[config.mk]
export PLATFORM = sky130hd
export DESIGN_NAME = cmp_reload_timer
export DESIGN_NICKNAME = d
export VERILOG_FILES = /design/src/rtl/tmr_pkg.sv /design/src/rtl/tmr_regs.sv /design/src/rtl/tmr_autoinc.sv /design/src/rtl/tmr_cond.sv /design/src/rtl/cmp_reload_timer.sv
export SDC_FILE = /design/constraint.sdc
export NUM_CORES = 1
export LEC_CHECK = 0
export CAP_MARGIN = 20
export CORE_ASPECT_RATIO = 0.9
export CORE_UTILIZATION = 70
export CTS_BUF_LIST = sky130_fd_sc_hd__clkbuf_2 sky130_fd_sc_hd__clkbuf_4 sky130_fd_sc_hd__clkbuf_8
export DETAILED_ROUTE_END_ITERATION = 7
export DONT_BUFFER_PORTS = 1
export PLACE_DENSITY = 0.85
export REMOVE_ABC_BUFFERS = 1
export SYNTH_ARGS = -nofsm -noshare
export SYNTH_HDL_FRONTEND = slang
export SYNTH_SLANG_ARGS = --single-unit
[constraint.sdc]
create_clock -name clk -period 4.8 [get_ports clk]
set_clock_uncertainty 0.05 [all_clocks]
set_input_delay 0.72 -clock clk [delete_from_list [all_inputs] [get_ports clk]]
set_output_delay 0.72 -clock clk [all_outputs]
set_load 0.03 [all_outputs]
[src/rtl/tmr_pkg.sv]
package tmr_pkg;
  localparam int unsigned DATA_W = 32;
  localparam int unsigned ADDR_W = 12;
  localparam int unsigned CNT_W  = 2 * DATA_W;
  localparam logic [DATA_W-1:0] CFG_WORD = 32'd1;

  localparam logic [ADDR_W-1:0] OFS_CNT_LO  = 12'h000;
  localparam logic [ADDR_W-1:0] OFS_CNT_HI  = 12'h004;
  localparam logic [ADDR_W-1:0] OFS_FREQ    = 12'h010;
  localparam logic [ADDR_W-1:0] OFS_CMP_LO  = 12'h020;
  localparam logic [ADDR_W-1:0] OFS_CMP_HI  = 12'h024;
  localparam logic [ADDR_W-1:0] OFS_REL     = 12'h028;
  localparam logic [ADDR_W-1:0] OFS_CTL     = 12'h02C;
  localparam logic [ADDR_W-1:0] OFS_TGT_LO  = 12'h040;
  localparam logic [ADDR_W-1:0] OFS_TGT_HI  = 12'h044;
  localparam logic [ADDR_W-1:0] OFS_RELOAD  = 12'h048;
  localparam logic [ADDR_W-1:0] OFS_AUTOCTL = 12'h04C;
  localparam logic [ADDR_W-1:0] OFS_CFG     = 12'h050;
endpackage

[src/rtl/tmr_regs.sv]
module tmr_regs
  import tmr_pkg::*;
(
  input  logic              clk,
  input  logic              rst_n,
  input  logic              wr_en,
  input  logic [ADDR_W-1:0] addr,
  input  logic [DATA_W-1:0] wdata,
  input  logic [CNT_W-1:0]  count_i,
  output logic [DATA_W-1:0] freq_q,
  output logic              en_q,
  output logic              imask_q,
  output logic [CNT_W-1:0]  cval_q,
  output logic [DATA_W-1:0] reload_q,
  output logic              ai_en_q,
  output logic              clr_wr0,
  output logic              arm
);
  logic [DATA_W-1:0] freq_d, reload_d;
  logic              en_d, imask_d, ai_en_d;
  logic [CNT_W-1:0]  cval_d, rel_sext;
  logic              wr_freq, wr_clo, wr_chi, wr_rel, wr_ctl, wr_rld, wr_actl;

  assign wr_freq = wr_en && (addr == OFS_FREQ);
  assign wr_clo  = wr_en && (addr == OFS_CMP_LO);
  assign wr_chi  = wr_en && (addr == OFS_CMP_HI);
  assign wr_rel  = wr_en && (addr == OFS_REL);
  assign wr_ctl  = wr_en && (addr == OFS_CTL);
  assign wr_rld  = wr_en && (addr == OFS_RELOAD);
  assign wr_actl = wr_en && (addr == OFS_AUTOCTL);

  assign rel_sext = {{DATA_W{wdata[DATA_W-1]}}, wdata};

  // Activation happens only on a 0 -> 1 edge of either enable while the other is set
  assign arm     = (wr_ctl && wdata[0] && !en_q && ai_en_q) ||
                   (wr_actl && wdata[0] && !ai_en_q && en_q);
  assign clr_wr0 = wr_actl && !wdata[1];

  always_comb begin
    freq_d   = freq_q;
    en_d     = en_q;
    imask_d  = imask_q;
    cval_d   = cval_q;
    reload_d = reload_q;
    ai_en_d  = ai_en_q;
    if (wr_freq) freq_d = wdata;
    if (wr_clo)  cval_d = {cval_q[CNT_W-1:DATA_W], wdata};
    if (wr_chi)  cval_d = {wdata, cval_q[DATA_W-1:0]};
    if (wr_rel)  cval_d = count_i + rel_sext;
    if (wr_ctl) begin
      en_d    = wdata[0];
      imask_d = wdata[1];
    end
    if (wr_rld)  reload_d = wdata;
    if (wr_actl) ai_en_d  = wdata[0];
  end

  always_ff @(posedge clk or negedge rst_n) begin
    if (!rst_n) begin
      freq_q   <= '0;
      en_q     <= 1'b0;
      imask_q  <= 1'b0;
      cval_q   <= '0;
      reload_q <= '0;
      ai_en_q  <= 1'b0;
    end else if (wr_en) begin
      freq_q   <= freq_d;
      en_q     <= en_d;
      imask_q  <= imask_d;
      cval_q   <= cval_d;
      reload_q <= reload_d;
      ai_en_q  <= ai_en_d;
    end
  end
endmodule

[src/rtl/tmr_autoinc.sv]
module tmr_autoinc
  import tmr_pkg::*;
(
  input  logic              clk,
  input  logic              rst_n,
  input  logic              active,
  input  logic              arm,
  input  logic              clr_wr0,
  input  logic [CNT_W-1:0]  count_i,
  input  logic [DATA_W-1:0] reload,
  output logic [CNT_W-1:0]  tgt_q,
  output logic              clr_q
);
  logic [CNT_W-1:0] next_tgt, tgt_d;
  logic             hit, clr_d, tgt_ce;

  assign next_tgt = count_i + {{DATA_W{1'b0}}, reload};
  assign hit      = active && (count_i >= tgt_q);
  assign tgt_ce   = arm || hit;

  always_comb begin
    tgt_d = next_tgt;
    clr_d = clr_q;
    if (hit)          clr_d = 1'b1;   // a fresh expiry wins over a clearing write
    else if (clr_wr0) clr_d = 1'b0;
  end

  always_ff @(posedge clk or negedge rst_n) begin
    if (!rst_n) begin
      tgt_q <= '0;
      clr_q <= 1'b0;
    end else begin
      if (tgt_ce) tgt_q <= tgt_d;
      clr_q <= clr_d;
    end
  end
endmodule

[src/rtl/tmr_cond.sv]
module tmr_cond
  import tmr_pkg::*;
(
  input  logic             clk,
  input  logic             rst_n,
  input  logic             en,
  input  logic             imask,
  input  logic             ai_en,
  input  logic             clr,
  input  logic [CNT_W-1:0] count_i,
  input  logic [CNT_W-1:0] cval,
  output logic             status,
  output logic             irq_q
);
  logic cmp_met, irq_d;

  assign cmp_met = (count_i >= cval);
  assign status  = en && (ai_en ? clr : cmp_met);
  assign irq_d   = status && !imask;

  always_ff @(posedge clk or negedge rst_n) begin
    if (!rst_n) irq_q <= 1'b0;
    else        irq_q <= irq_d;
  end
endmodule

[src/rtl/cmp_reload_timer.sv]
module cmp_reload_timer
  import tmr_pkg::*;
(
  input  logic              clk,
  input  logic              rst_n,
  input  logic [CNT_W-1:0]  count_i,
  input  logic              wr_en,
  input  logic              rd_en,
  input  logic [ADDR_W-1:0] addr,
  input  logic [DATA_W-1:0] wdata,
  output logic [DATA_W-1:0] rdata,
  output logic              irq_o
);
  logic [DATA_W-1:0] freq_q, reload_q, rd_mux, rdata_d;
  logic              en_q, imask_q, ai_en_q, clr_wr0, arm, clr_q, status;
  logic [CNT_W-1:0]  cval_q, tgt_q, rel_diff;

  tmr_regs u_regs (
    .clk(clk), .rst_n(rst_n), .wr_en(wr_en), .addr(addr), .wdata(wdata),
    .count_i(count_i), .freq_q(freq_q), .en_q(en_q), .imask_q(imask_q),
    .cval_q(cval_q), .reload_q(reload_q), .ai_en_q(ai_en_q),
    .clr_wr0(clr_wr0), .arm(arm)
  );

  tmr_autoinc u_auto (
    .clk(clk), .rst_n(rst_n), .active(en_q && ai_en_q), .arm(arm),
    .clr_wr0(clr_wr0), .count_i(count_i), .reload(reload_q),
    .tgt_q(tgt_q), .clr_q(clr_q)
  );

  tmr_cond u_cond (
    .clk(clk), .rst_n(rst_n), .en(en_q), .imask(imask_q), .ai_en(ai_en_q),
    .clr(clr_q), .count_i(count_i), .cval(cval_q), .status(status),
    .irq_q(irq_o)
  );

  assign rel_diff = cval_q - count_i;

  always_comb begin
    rd_mux = '0;
    case (addr)
      OFS_CNT_LO:  rd_mux = count_i[DATA_W-1:0];
      OFS_CNT_HI:  rd_mux = count_i[CNT_W-1:DATA_W];
      OFS_FREQ:    rd_mux = freq_q;
      OFS_CMP_LO:  rd_mux = cval_q[DATA_W-1:0];
      OFS_CMP_HI:  rd_mux = cval_q[CNT_W-1:DATA_W];
      OFS_REL:     rd_mux = rel_diff[DATA_W-1:0];
      OFS_CTL:     rd_mux = {{(DATA_W-3){1'b0}}, status, imask_q, en_q};
      OFS_TGT_LO:  rd_mux = tgt_q[DATA_W-1:0];
      OFS_TGT_HI:  rd_mux = tgt_q[CNT_W-1:DATA_W];
      OFS_RELOAD:  rd_mux = reload_q;
      OFS_AUTOCTL: rd_mux = {{(DATA_W-2){1'b0}}, clr_q, ai_en_q};
      OFS_CFG:     rd_mux = CFG_WORD;
      default:     rd_mux = '0;
    endcase
  end

  assign rdata_d = rd_en ? rd_mux : '0;

  always_ff @(posedge clk or negedge rst_n) begin
    if (!rst_n) rdata <= '0;
    else        rdata <= rdata_d;
  end
endmodule

Yosys cells after proc, flatten, opt, wreduce, memory -nomap -nowiden --
Index checks and enable logic that the tools add are counted.
Operators by class: $add $sub $neg 3, reductions and logical operators 34, muxes and demuxes 8, equality and inequality tests 12, $lt $le $gt $ge 2
Operators by type and width (count):
- one-hot mux 32 bit (12 select lines) | 1
- greater-or-equal comparator 64 bit | 2
- 2-to-1 mux 64 bit | 2
- adder 64 x 32 -> 64 bit | 1
- adder 64 bit | 1
- 2-to-1 mux 32 bit | 2
- equality test 12 x 7 -> 1 bit, second input constant | 5
- equality test 12 x 6 -> 1 bit, second input constant | 4
- subtractor 32 bit | 1
- logical AND 1 bit | 18
- equality test 12 x 3 -> 1 bit, second input constant | 1
- equality test 12 x 5 -> 1 bit, second input constant | 1
- zero test 12 bit | 1
- AND reduction 2 bit | 5
- nonzero test 2 bit | 3
- zero test 1 bit | 4
- 2-to-1 mux 1 bit | 3
- AND reduction 3 bit | 1
- logical OR 1 bit | 2
- inequality test 2 bit, second input constant | 1
Storage, ports and cells: register bits after elaboration 229, bits of input ports 112, word-level logic and storage cells 70, output and inout bits 33

Logic depth before layout (Yosys ltp) --
word-level depth 7, mapped depth 15, gate-level depth less buffers 14

Modules after synthesis --
A second synthesis with hierarchy kept.
Unflattened totals: cells, all modules 2645, area, all modules 22526.6 sq um
By module, submodules not included:
- tmr_regs | sequential area each 3278.1 sq um, cells an instance 1064, times used 1, area an instance 9475.3 sq um
- tmr_autoinc | sequential area each 1626.6 sq um, cells an instance 760, times used 1, area an instance 6681.4 sq um
- cmp_reload_timer | sequential area each 800.8 sq um, cells an instance 590, times used 1, area an instance 4697.0 sq um
- tmr_cond | sequential area each 25.0 sq um, cells an instance 231, times used 1, area an instance 1672.9 sq um

Worst setup path after synthesis --
Ideal clock, no wire load.
kind in2reg, start point input port count_i[0], end point register u_regs.cval_q[40], buffers on the path 0, setup time 76 ps, setup slack 1267 ps, arrival 3406 ps, stages 13, cells stage by stage ha_1 inv_1 fa_1 nand2b_1 a211oi_2 o21ai_0 a2111oi_2 nor2_1 o31ai_2 a21boi_1 nor3_1 mux2_2 o21ai_1
Between the ends: cells in the longest elaborated chain, start to end 2
Ends and longest elaborated chain:
- from (decl) | line cmp_reload_timer.sv:6 | input logic [CNT_W-1:0] count_i,
- adder 64 bit | line tmr_regs.sv:49 | if (wr_rel) cval_d = count_i + rel_sext;
- 2-to-1 mux 64 bit | line tmr_regs.sv:49
- to (signal assigned) | line tmr_regs.sv:70 | cval_q <= cval_d;
- to (decl) | line tmr_regs.sv:13 | output logic [CNT_W-1:0] cval_q,
Every way passes these cells. A chain may end at the register's enable or synchronous reset.

Final worst setup path --
start point register u_regs.cval_q[0], end point register rdata[28]
Between the ends: cells in the longest elaborated chain, start to end 3
Ends and longest elaborated chain:
- subtractor 32 bit | line cmp_reload_timer.sv:37 | assign rel_diff = cval_q - count_i;
- one-hot mux 32 bit (12 select lines) | line cmp_reload_timer.sv:41 | case (addr)
- 2-to-1 mux 32 bit | line cmp_reload_timer.sv:58 | assign rdata_d = rd_en ? rd_mux : '0;
- via rdata_d[28] | line cmp_reload_timer.sv:14 | logic [DATA_W-1:0] freq_q, reload_q, rd_mux, rdata_d;
- to (signal assigned) | line cmp_reload_timer.sv:62 | else rdata <= rdata_d;
- to (decl) | line cmp_reload_timer.sv:11 | output logic [DATA_W-1:0] rdata,
The timed path passes the listed nets, and every way through them passes these cells.

==> flow_summary.yaml <==
global_routing:
  antenna_found_initial: 2
  grt_util_all_layers_pct: 54.15
  grt_pass1_wl_um: 124900
  globalRouteOverflowTotal: 0
  largest_net_degree_at_the_start_of_global_routing: 230
  first_global_vias: 21140
floorplan:
  die_width_um: 184.5
  initial_core_util_pct: 71.95
  die_area_um2: 30670
  die_h_um: 166.2
  pin_count: 145
  rows: 59
  core-area_um2: 29160
synthesis:
  synth_commonest_cells: "254 x ha_1, 246 x a21oi_1, 229 x dfrtp_1, 199 x inv_1, 167 x nand2_1"
  synthesis.area_per_instance_um2: 8.605
  cell_area_after_synthesis_um2: 20980
  netlist_top_cells_area: "dfrtp_1 27%, ha_1 15%, a21oi_1 5.9%, mux2_2 3.9%, a221oi_1 3.8%"
  ys.flop_type: "dfrtp_1"
  synth.yosys.warnings: 0
  synth_largest_type_area_fraction_pct: 27.32
  syn_inst: 2438
  synth.largest_area_cell: "dfrtp_1"
  async_s_r_ff_share_synth_pct: 100.0
  synth-edff-count: 0
  yosysMostFrequentCell: "ha_1"
  synth_cell_type_count: 86
  ys_seq_elements: 229
  synth-seq-area-share_pct: 27.32
cells_and_area:
  finalInstanceArea_um2: 22370
  post_route_cells_drive_above_1_share_pct: 9.902
  finalNetCount: 2798
  layout-area-overhead-vs-synth_pct: 6.626
  final_core_util_pct: 76.71
  final-instance-count-excl-fill: 2851
cts:
  cts_setup_buffers: 0
  clk_latency_ps: 620
  count_of_h_tree_levels_built_during_cts: 2
  cts_buffer_depth: 3
  cts.reportedPaths.clkPinSlew_ps: 60
  clkSinkCount: 229
  tritoncts.num_buffers: 43
  post_cts.resized_instances: 0
  ctsRootBufferMaster: "clkbuf_8"
  tritoncts: "yes"
place:
  place.detailed.instances: 2779
  port-buffer-count: 0
  hpwl_um: 60490
  globalplace.congestion: 1.075
  postPlaceCellArea_um2: 21540
route:
  avgRoutedWirePerCell_um: 29.32
  routed_wl_um: 83590
  count_of_vias_placed_by_the_detailed_router: 21900
  route.detailed.drc: 2
  drt_first_pass_iters: 8
  drtIter0Drc: 3717
  ant_nets: 0
  routed_via_density: 7.680
flow_run:
  cap_viol_max_count: 0
outcome:
  status: "complete, but fails checks"
  failed_checks: "design-rule violations, negative hold slack"
setup_path:
  critical_path.reg2reg.startpoint: "u_regs.cval_q[0]"
  worst-r2r-cell-count: 14
  timing.critical_path.slowest_cell_delay_ps: 670
  worstReg2RegEnd: "rdata[28]"
  worst_ep_required_time_ps: 5170
  worstPathCellList: "inv_1 > ha_1 > inv_1 > fa_1 > a211oi_1 > o21ai_1 > a41oi_2 > o211ai_1 > a41oi_2 > nor3_1 > a2111oi_2 > a21oi_1 > xnor2_1 > o22ai_1"
  setup.worst_path.start_class: "flop"
  maximum_fanout_along_the_worst_path: 4
  worst_path_max_delay_cell: "a211oi_1"
  worst_r2r_setup_slack_ps: 70
  end_kind: "flop"
  critical_path.n_buffers_inverters: 2
  critical_path_arrival_ps: 5100
  timing.critical_path.max_delay_family: "compound AO/OA/AOI/OAI gates"
  criticalPathCategory: "reg2reg"
  crit_path_start: "u_regs.cval_q[0]"
pwr:
  irDropWorstVdd_v: 0.0002112
  power.density_cell_area_nw_per_um2: 220.2
  p_leak_uw: 0.01039
timing:
  slew_headroom_pct: 25.96
  measured_slew_at_the_worst_slew_check_pin_ps: 1111
  post-route-min-period_ps: 4727
  post-route-period-util_pct: 98.48
  setup_total_negative_slack_ps: 0
  hold_ws_ps: -252.0
  rsz_0062_raised_after_global_routing: "no"
  clock.fmax_ghz: 0.2115
  report.final.slew_viol_count: 0
  setup-violations-final: 0
  hold_viol: 229
min_path:
  holdCritPathClass: "in2async"
-- routing by layer --
layer  part of all wire (%)  global-route usage, %  routed length [um]
met1                     36                  70.18               29720
met5                  0.013                      0                  11
met3                     17                  21.01               14330
met4                    7.6                  32.43                6344
met2                     40                  75.70               33190
-- cell type report --
| cell class | count | area (um2) |
|---|---|---|
| fillers | 2059 | 6790 |
| well taps | 396 | 495.5 |
| flip-flops and latches | 229 | 5731 |
| clock buffers | 63 | 773.2 |
| clock inverters | 7 | 42.54 |
| diodes | 1 | 2.502 |
| inverters | 199 | 747.0 |
| multi-input cells | 1909 | 14190 |
| repair buffers | 47 | 385.4 |
-- layout by cell type, fill, tap and decap left out, drive strengths merged, types with 30 or more instances in the layout --
cell    instances
xor2           66
nand4          45
a22o           50
a221oi         92
nor3           39
a21o           70
dfrtp         229
o21ai         148
a31oi          39
nor2          114
nand2         168
a22oi          49
ha            254
mux2i          30
a21oi         249
inv           199
buf            46
clkbuf         64
nand3          65
xnor2          71
mux2           73
-- state kept, by name, indices dropped and copies added (netlist names) --
signal	flops
u_regs.cval_q	64
u_regs.reload_q	32
rdata	32
u_regs.freq_q	32
u_cond.irq_q	1
u_auto.tgt_q	64
u_auto.clr_q	1
u_regs.ai_en_q	1
u_regs.en_q	1
u_regs.imask_q	1
-- per-stage QoR --
stage | hold WS, ps | setup WS, ps | power [uW]
5_1_grt | -244.9 | 157.8 | 5040
3_3_place_gp | 378.5 | 534.6 | 2919
3_5_place_dp | 379.6 | 365.2 | 2941
6_report | -252.0 | 72.89 | 4926
4_1_cts | -250.2 | 675.8 | 4844
2_1_floorplan | 374.4 | -746.3 | 2680
-- worst reg2reg max path, cell delays in order, from the launching register on --
cell,delay (ps)
dfrtp_1,410
inv_1,110
ha_1,170
inv_1,60
fa_1,420
a211oi_1,670
o21ai_1,330
a41oi_2,480
o211ai_1,320
a41oi_2,540
nor3_1,140
a2111oi_2,420
a21oi_1,140
xnor2_1,170
o22ai_1,120
-- cell families after synthesis --
family,synth area share [%]
xor gates and xnor gates,5.720
buffers and inverters,5.541
muxes,5.350
DFF,27.32
and+or+nand+nor,13.11
adders and majority gates,15.44
AOI/OAI and AO/OA,27.53
-- worst max path at each step --
stage | cells after the start | slack (ps) | end
3_3_place_gp | 15 | 530 | u_auto.tgt_q[36]
6_report | 14 | 70 | rdata[28]
5_1_grt | 14 | 160 | rdata[28]
4_1_cts | 15 | 680 | u_auto.tgt_q[36]
2_1_floorplan | 10 | -750 | u_auto.tgt_q[0]
3_5_place_dp | 15 | 370 | u_auto.tgt_q[36]
-- power breakdown --
group          total, uW  internal, uW  switching [uW]  leakage [uW]
Combinational       1020           375             643       0.00716
Clock               1960          1020             937      0.000430
Sequential          1950          1940            9.92       0.00279
Total               4930          3340            1590        0.0104
No activity file was read; power rests on OpenSTA's default activity.
